--- src/rtl/exmon_pkg.sv ---
package exmon_pkg;
  localparam int ADDR_W = 32;
  localparam int DATA_W = 32;
  localparam int RADDR_W = 8;
  localparam int LED_W = 3;
  localparam int LED_RED = 2;

  typedef logic [ADDR_W-1:0] addr_t;
  typedef logic [DATA_W-1:0] word_t;

  localparam logic [RADDR_W-1:0] REG_ARM   = 8'h60;
  localparam logic [RADDR_W-1:0] REG_LOWER = 8'h61;
  localparam logic [RADDR_W-1:0] REG_UPPER = 8'h62;
endpackage

--- src/rtl/exmon_regs.sv ---
module exmon_regs
  import exmon_pkg::*;
(
  input  logic               clk,
  input  logic               rst_n,
  input  logic               reg_cs,
  input  logic               reg_we,
  input  logic [RADDR_W-1:0] reg_addr,
  input  word_t              reg_wdata,
  output word_t              reg_rdata,
  output logic               armed,
  output addr_t              lower,
  output addr_t              upper
);
  logic wr, rd;
  assign wr = reg_cs & reg_we;
  assign rd = reg_cs & ~reg_we;

  always_ff @(posedge clk or negedge rst_n) begin
    if (!rst_n) begin
      armed <= 1'b0;
      lower <= '0;
      upper <= '0;
    end else if (wr) begin
      unique case (reg_addr)
        REG_ARM:   armed <= 1'b1;
        REG_LOWER: if (!armed) lower <= addr_t'(reg_wdata);
        REG_UPPER: if (!armed) upper <= addr_t'(reg_wdata);
        default: ;
      endcase
    end
  end

  always_ff @(posedge clk or negedge rst_n) begin
    if (!rst_n) begin
      reg_rdata <= '0;
    end else if (rd) begin
      unique case (reg_addr)
        REG_ARM:   reg_rdata <= word_t'(armed);
        REG_LOWER: reg_rdata <= word_t'(lower);
        REG_UPPER: reg_rdata <= word_t'(upper);
        default:   reg_rdata <= '0;
      endcase
    end
  end

  // arming is one-way
  a_r2_arm_sticky: assert property (@(posedge clk) disable iff (!rst_n)
    armed |=> armed);
  // bounds frozen while armed
  a_r4_bounds_frozen: assert property (@(posedge clk) disable iff (!rst_n)
    armed |=> ($stable(lower) && $stable(upper)));
endmodule

--- src/rtl/exmon_window.sv ---
module exmon_window
  import exmon_pkg::*;
(
  input  logic  active,
  input  addr_t addr,
  input  addr_t lo,
  input  addr_t hi,
  output logic  hit
);
  assign hit = active && (addr >= lo) && (addr <= hi);
endmodule

--- src/rtl/exmon_flash.sv ---
module exmon_flash #(
  parameter int PERIOD = 12_500_000
) (
  input  logic clk,
  input  logic rst_n,
  input  logic trap_in,
  output logic trapped,
  output logic red_on
);
  localparam int HALF = PERIOD / 2;
  localparam int CW = (PERIOD > 1) ? $clog2(PERIOD) : 1;
  localparam logic [CW-1:0] LAST = CW'(PERIOD - 1);
  localparam logic [CW-1:0] HALF_C = CW'(HALF);

  logic [CW-1:0] cnt;

  always_ff @(posedge clk or negedge rst_n) begin
    if (!rst_n) begin
      trapped <= 1'b0;
      cnt     <= '0;
    end else begin
      if (trap_in) trapped <= 1'b1;
      if (trapped) cnt <= (cnt == LAST) ? '0 : cnt + 1'b1;
    end
  end

  assign red_on = trapped && (cnt < HALF_C);

  // trap state latches
  a_r9_trap_latched: assert property (@(posedge clk) disable iff (!rst_n)
    trapped |=> trapped);
  // counter wraps at the end of the period
  a_r9_period_wrap: assert property (@(posedge clk) disable iff (!rst_n)
    (trapped && cnt == LAST) |=> (cnt == '0));
endmodule

--- src/rtl/exmon_top.sv ---
module exmon_top
  import exmon_pkg::*;
#(
  parameter logic [31:0] FW_LO = 32'h0000_F000,
  parameter logic [31:0] FW_HI = 32'h0000_F0FF,
  parameter int FLASH_PERIOD = 12_500_000
) (
  input  logic        clk,
  input  logic        rst_n,
  input  logic        reg_cs,
  input  logic        reg_we,
  input  logic [7:0]  reg_addr,
  input  logic [31:0] reg_wdata,
  output logic [31:0] reg_rdata,
  input  logic        cpu_valid,
  input  logic        cpu_instr,
  input  logic [31:0] cpu_addr,
  input  logic [31:0] mem_rdata,
  output logic [31:0] cpu_rdata,
  input  logic        cpu_trap,
  input  logic [2:0]  led_reg,
  output logic [2:0]  led_out
);
  localparam int NWIN = 2;

  logic  armed, trapped, red_on;
  addr_t lower, upper;
  logic  [NWIN-1:0] win_act, win_hit;
  addr_t win_lo [NWIN];
  addr_t win_hi [NWIN];
  logic  fetch, blocked;

  exmon_regs u_regs (
    .clk, .rst_n, .reg_cs, .reg_we, .reg_addr, .reg_wdata, .reg_rdata,
    .armed, .lower, .upper
  );

  // window 0: fixed firmware area, window 1: software area
  assign win_act[0] = 1'b1;
  assign win_lo[0]  = FW_LO;
  assign win_hi[0]  = FW_HI;
  assign win_act[1] = armed;
  assign win_lo[1]  = lower;
  assign win_hi[1]  = upper;

  for (genvar g = 0; g < NWIN; g++) begin : g_win
    exmon_window u_win (
      .active(win_act[g]), .addr(cpu_addr),
      .lo(win_lo[g]), .hi(win_hi[g]), .hit(win_hit[g])
    );
  end

  assign fetch     = cpu_valid && cpu_instr;
  assign blocked   = fetch && (|win_hit);
  assign cpu_rdata = blocked ? '0 : mem_rdata;

  exmon_flash #(.PERIOD(FLASH_PERIOD)) u_flash (
    .clk, .rst_n, .trap_in(cpu_trap), .trapped, .red_on
  );

  always_comb begin
    if (trapped) begin
      led_out = '0;
      led_out[LED_RED] = red_on;
    end else begin
      led_out = led_reg;
    end
  end

  // fixed area always blocks fetches
  a_r8_fw_blocked: assert property (@(posedge clk) disable iff (!rst_n)
    (fetch && win_hit[0]) |-> (cpu_rdata == '0));
  // armed software area blocks fetches
  a_r5_user_blocked: assert property (@(posedge clk) disable iff (!rst_n)
    (fetch && armed && cpu_addr >= lower && cpu_addr <= upper) |-> (cpu_rdata == '0));
  // data reads untouched
  a_r7_data_pass: assert property (@(posedge clk) disable iff (!rst_n)
    (cpu_valid && !cpu_instr) |-> (cpu_rdata == mem_rdata));
  // LED follows software when not trapped
  a_r10_led_pass: assert property (@(posedge clk) disable iff (!rst_n)
    !trapped |-> (led_out == led_reg));
endmodule

--- config.mk ---
export PLATFORM = sky130hd
export DESIGN_NAME = exmon_top
export DESIGN_NICKNAME = d
export VERILOG_FILES = /design/src/rtl/exmon_pkg.sv /design/src/rtl/exmon_regs.sv /design/src/rtl/exmon_window.sv /design/src/rtl/exmon_flash.sv /design/src/rtl/exmon_top.sv
export SDC_FILE = /design/constraint.sdc
export NUM_CORES = 1
export LEC_CHECK = 0
export BUFFER_PORTS_ARGS = -buffer_cell sky130_fd_sc_hd__buf_2
export CAP_MARGIN = 20
export CORE_ASPECT_RATIO = 0.5
export CORE_MARGIN = 5
export CORE_UTILIZATION = 58
export DETAILED_ROUTE_END_ITERATION = 10
export PLACE_DENSITY = 0.87
export SETUP_SLACK_MARGIN = 0.5
export SYNTH_ARGS = -nofsm -noshare
export SYNTH_HDL_FRONTEND = slang
export SYNTH_SLANG_ARGS = --single-unit
export TNS_END_PERCENT = 100
--- constraint.sdc ---
create_clock -name clk -period 7.9 [get_ports clk]
set_input_delay 1.58 -clock clk [delete_from_list [all_inputs] [get_ports clk]]
set_output_delay 1.58 -clock clk [all_outputs]
set_load 0.01 [all_outputs]
==> impl_metrics.yaml, run 1 <==
finish:
  fillers: 822
  fin_util_pct: 72.8
  drive_above_1_share_pct: 28.2
  seqCellArea_um2: 3050
  area_delta_synth_final_pct: 23.6
  fin_cells: 1090
  layout.nets: 1091
  multiInputGateArea_um2: 3500
  antennaDiodeCount: 0
synth:
  ys_warn_count: 0
  yosys_register_bits: 122
  synth.avg_cell_area_um2: 9.40
  synthArstFlopShare_pct: 100
  syn-num-nets: 917
  ys_seq_area_share_pct: 44.0
  syn_inst: 738
  synthDistinctLibCells: 47
  syn_area_um2: 6940
  synthFlopType: "dfrtp_1"
  synth_edf_count: 0
worst_setup_path:
  cp.required_ns: 6.32
  worstSetupStartpointType: "input port"
  cp_max_fo: 32
  endpoint_kind: "output pin"
  arrival_ns: 3.97
  path_class: "in -> out"
  ff2ff_setup_slack_ns: 5.42
clocking:
  hold_buffers: 0
  clockBufferDepth: 2
  cts_resized: 0
  cts_buffers: 17
  clk_latency_ns: 0.42
  h-tree-depth: 4
  cts_num_sinks: 122
  clk_pin_slew_ns: 0.06
  cts_tree: "built"
  root_buffer: "clkbuf_16"
  post-cts-setup-buffers: 0
floorplanning:
  die_area_um2: 14400
  start_util_pct: 58.9
  num_rows: 28
  ioPinCount: 181
  fp.coreArea_um2: 11800
  die_h_um: 87.3
  die_w_um: 165
detailed_routing:
  ant_nets: 0
  via_per_inst: 5.68
  vias: 6186
  wl_mm: 19.1
  drt_pre_antenna_iters: 5
  drc: 0
  wl_per_cell_um: 17.5
  first_iter_violations: 377
power_and_ir_drop:
  irDropWorstVdd_mv: 0.115
  p_per_area_nw_per_um2: 194
  totalPowerFinal_mw: 1.66
  leakagePower_nw: 4.26
timing:
  hold_ws_ns: 0.474
  skew_ns: 0.00623
  rsz0062_at_grt: "no"
  hold_viol: 0
  slew_viol_final: 0
  slew-limit-headroom_pct: 29.1
  worst_pin_slew_ns: 1.06
  period_needed_ns: 5.55
  max_freq_mhz: 180
  period_share_pct: 70.3
  tns_ns: 0
  finalSetupViolations: 0
grt:
  grt.overflow.total: 0
  antenna_found_initial: 0
  track_usage_pct: 27.2
  grt_pass1_wl_mm: 30.4
  grt_max_degree: 71
  grt_pass1_vias: 6337
hold_path:
  hold_path_class: "reg -> reg"
placed_design:
  hpwl_mm: 13.6
  port_buffers: 180
  gp_congestion: 0.838
  dp.cells: 1058
run_status:
  outcome: "finished, final reports clean"
job:
  drv_cap: 0
==> critical path, stage by stage <==
cell and delay, ns:
buf_2 0.12, ha_1 0.31, nand4_1 0.16, nor4_1 0.59, nand2_1 0.16, o2111ai_1 0.30
a211oi_1 0.09, a21oi_2 0.11, buf_4 0.31, nor2b_1 0.09, buf_2 0.15
==> placed cells by master (no fill, tap or decap), types with 2 or more instances in the layout <==
cell type   synthesis  layout
buf_2               7     179
xnor2_1            12      12
a21oi_1            26      26
inv_6               0       8
xor2_1              8       8
mux2i_1             2       2
clkbuf_16           0      17
nor3_1              6       5
and3_1              4       4
a22oi_1            31      31
buf_4               1       7
a21o_1              5       5
o21ai_1             4       4
or4_1               4       4
ha_1               65      65
nor2_1             28      28
mux2_2             33      33
nor4_1              4       4
nand3_1            23      23
and4_1              2       2
nand2b_1            3       3
inv_1              71      71
nand2_1            97      97
nand4_1            15      15
clkinvlp_4          0       3
inv_8               0       2
nor4b_1             4       4
a31oi_1             2       2
or4_4               2       2
a211oi_1            6       6
nor3_2              1       2
bufinv_16           0       2
dfrtp_1           122     122
nor2b_1            34      34
o21ai_0            75      75
o211ai_1            2       2
nand3b_1            2       2
==> final cells by class <==
type                       count  share of cell area (%)
clock inverter                15                    2.04
sequential                   122                    35.6
clock buffer                  17                    4.96
tap                          165                    2.41
inverter                      71                    3.11
multi-input combinational    514                    40.8
timing repair buffer         186                    11.1
==> power by group <==
| part | internal, mW | leakage, nW | switching, mW |
|---|---|---|---|
| combinational | 0.0837 | 2.44 | 0.104 |
| clock | 0.476 | 0.287 | 0.317 |
| sequential | 0.654 | 1.53 | 0.0306 |
==> cell usage after synthesis (all sizes together) (2+ instances only) <==
cell type  number  share of area, %
a211oi          6              0.65
a21o            5              0.54
a21oi          27               2.0
a22oi          31               3.4
a31oi           2              0.18
and2            2              0.18
and3            4              0.36
and4            2              0.25
buf            10              0.72
clkbuf         21               1.1
dfrtp         122                44
ha             65                12
inv            71               3.8
mux2           33               5.4
mux2i           2              0.29
nand2          97               5.2
nand2b          3              0.27
nand3          23               1.7
nand3b          2              0.22
nand4          15               1.4
nor2           28               1.5
nor2b          34               3.1
nor3            7              0.58
nor4            5              0.54
nor4b           4              0.51
o211ai          2              0.22
o21ai          79               5.7
or4             6              0.76
xnor2          12               1.5
xor2            8               1.0
==> layer usage <==
layer | share of wire (%) | up-vias | GRT usage (%)
met3 | 7.1 | 41 | 5.53
met4 | 2.0 | 0 | 10.5
met2 | 51 | 239 | 49.2
met5 | 0 | - | 0
met1 | 40 | 2988 | 32.1
li1 | - | 2918 | -
==> registers in the layout, summed over array words and instances, names as in the netlist <==
name	flops
u_regs.lower	32
u_flash.cnt	24
u_flash.trapped	1
u_regs.reg_rdata	32
u_regs.armed	1
u_regs.upper	32
==> final timing paths <==
| check | startpoint | end | cells after the start |
|---|---|---|---|
| max in group asynchronous | rst_n | u_flash.cnt[21] | 2 |
| worst max register to register | u_flash.cnt[8] | u_flash.cnt[13] | 7 |
| worst max-delay path | cpu_addr[29] | cpu_rdata[1] | 11 |
| min in group asynchronous | rst_n | u_regs.reg_rdata[12] | 1 |
| worst min register to register | u_regs.reg_rdata[19] | u_regs.reg_rdata[19] | 2 |
| worst min-delay path | u_regs.reg_rdata[19] | u_regs.reg_rdata[19] | 2 |
==> cells by family after synthesis <==
logic type	after synthesis	share of synthesized area, %
xor+xnor	20	2.53
buf+inv	102	5.70
compound gates	159	13.5
simple gates	235	16.9
fa+ha+maj	65	11.7
flops	122	44.0
mux	35	5.65
==> metrics by stage <==
stage	area [um2]	setup slack (ns)
floorplan	6940	3.14
global route	8570	2.29
detailed placement	7970	2.46
CTS	8570	2.47
global placement	7970	2.57
finish	8570	2.35
(Power assumes the default switching activity.)
==> run 2: changes to the inputs <==
--- a/config.mk
+++ b/config.mk
@@ -9,9 +9,9 @@
 export CAP_MARGIN = 20
 export CORE_ASPECT_RATIO = 0.5
 export CORE_MARGIN = 5
-export CORE_UTILIZATION = 58
+export CORE_UTILIZATION = 54
 export DETAILED_ROUTE_END_ITERATION = 10
-export PLACE_DENSITY = 0.87
+export PLACE_DENSITY = 0.81
 export SETUP_SLACK_MARGIN = 0.5
 export SYNTH_ARGS = -nofsm -noshare
 export SYNTH_HDL_FRONTEND = slang
==> constraint.sdc (replaced) <==
create_clock -name clk -period 5.8 [get_ports clk]
set_input_delay 1.16 -clock clk [delete_from_list [all_inputs] [get_ports clk]]
set_output_delay 1.16 -clock clk [all_outputs]
set_load 0.01 [all_outputs]
==> run 2 against run 1 <==
Sequential power up 36%. Combinational power up 35%. Critical path type unchanged. Sequential share of layout area down 0.16 points. Die area up 6.7%. Routed wire length down 3.2%. Largest power group unchanged. Hold slack worse by 0.0057 ns. Largest cell class unchanged. Register-to-register slack worse by 2.1 ns. Flip-flop and latch count unchanged.
==> impl_metrics.yaml, run 2 (synthesized netlist as in run 1, its figures left out) <==
power_and_ir_drop:
  totalPowerFinal_mw: 2.27
  p_per_area_nw_per_um2: 263
  leakagePower_nw: 4.28
  irDropWorstVdd_mv: 0.206
run_status:
  outcome: "finished, final reports clean"
floorplanning:
  die_w_um: 170
  ioPinCount: 181
  die_h_um: 90.1
  num_rows: 29
  fp.coreArea_um2: 12600
  start_util_pct: 54.9
  die_area_um2: 15300
worst_setup_path:
  endpoint_kind: "output pin"
  cp_max_fo: 32
  cp.required_ns: 4.64
  arrival_ns: 3.57
  worstSetupStartpointType: "input port"
  path_class: "in -> out"
timing:
  period_share_pct: 81.5
  max_freq_mhz: 211
  finalSetupViolations: 0
  hold_viol: 0
  worst_pin_slew_ns: 1.06
  slew-limit-headroom_pct: 29.1
  skew_ns: 0.0107
  hold_ws_ns: 0.468
  rsz0062_at_grt: "no"
  tns_ns: 0
  slew_viol_final: 0
  period_needed_ns: 4.73
placed_design:
  port_buffers: 180
  gp_congestion: 0.856
  dp.cells: 1063
  hpwl_mm: 13.2
detailed_routing:
  drc: 0
  vias: 6077
  wl_mm: 18.4
  first_iter_violations: 449
  wl_per_cell_um: 16.8
  drt_pre_antenna_iters: 4
  via_per_inst: 5.54
  ant_nets: 0
finish:
  drive_above_1_share_pct: 28.2
  layout_commonest_cell: "buf_2"
  area_delta_synth_final_pct: 24.2
  final_cell_mix: "buf_2, dfrtp_1, nand2_1, o21ai_0, inv_1"
  top_regs: "u_regs.lower (32), u_regs.reg_rdata (32), u_regs.upper (32)"
  layout.nets: 1092
  antennaDiodeCount: 0
  fin_cells: 1096
clocking:
  root_buffer: "clkbuf_16"
  hold_buffers: 0
  post-cts-setup-buffers: 0
  clk_latency_ns: 0.41
  h-tree-depth: 4
  clockBufferDepth: 2
  cts_num_sinks: 122
  clk_pin_slew_ns: 0.05
  cts_resized: 0
  cts_tree: "built"
  cts_buffers: 17
job:
  drv_cap: 0
grt:
  grt.overflow.total: 0
  grt_pass1_wl_mm: 29.6
  grt_pass1_vias: 6081
  antenna_found_initial: 0
  track_usage_pct: 23.7
  grt_max_degree: 64
hold_path:
  hold_path_class: "reg -> reg"
[run 2: cell count changes in the layout (fill, tap and decap cells not counted), moves of 2 or more]
cell and change:
inv_6 -6, inv_8 -2, clkinvlp_4 -2, clkinv_2 +2
clkinv_4 +5
[run 2: final timing paths]
| check | from | endpoint | slack (ns) | cells after the start |
|---|---|---|---|---|
| setup reg to reg | u_flash.cnt[8] | u_flash.cnt[13] | 3.34 | 7 |
| max in group asynchronous | rst_n | u_regs.lower[8] | 3.63 | 2 |
| min in group asynchronous | rst_n | u_flash.cnt[18] | 0.82 | 1 |
| setup / recovery | cpu_addr[31] | cpu_rdata[15] | 1.07 | 11 |
| hold / removal | u_regs.reg_rdata[0] | u_regs.reg_rdata[0] | 0.47 | 2 |
| hold reg to reg | u_regs.reg_rdata[0] | u_regs.reg_rdata[0] | 0.47 | 2 |
[run 2: stage by stage]
step	worst slack (ns)	area, um2	utilization (%)
floorplan	1.88	6940	-
global placement	1.20	7980	63.2
detailed placement	1.13	7980	63.2
CTS	1.05	8590	68.0
global route	0.893	8610	68.2
finish	1.07	8610	68.2
[run 2: critical path: stages]
cell	delay [ns]
buf_2	0.12
ha_1	0.31
nand4_1	0.15
nor4_1	0.49
nand2_1	0.18
a211oi_1	0.30
a211oi_1	0.11
a21oi_2	0.15
buf_4	0.33
nor2b_1	0.10
buf_2	0.15
[run 2: routing by layer]
metal	share of wire, %	global-route usage, %	vias up
li1	-	-	2911
met1	42	29.8	2948
met2	50	41.4	192
met3	6.7	5.00	26
met4	1.7	6.71	0
met5	0	0	-
[run 2: final cells by class]
class / count / area [um2]
Tap cell: 170 / 213
Inverter: 71 / 267
Fill cell: 947 / 4020
Clock inverter: 13 / 169
Clock buffer: 19 / 443
Timing Repair Buffer: 187 / 968
Sequential cell: 122 / 3050
Multi-Input combinational cell: 514 / 3500
[run 2: where the power goes]
group | internal (mW) | switching [mW] | leakage [nW]
sequential | 0.890 | 0.0394 | 1.53
clock | 0.691 | 0.393 | 0.298
combinational | 0.114 | 0.139 | 2.45
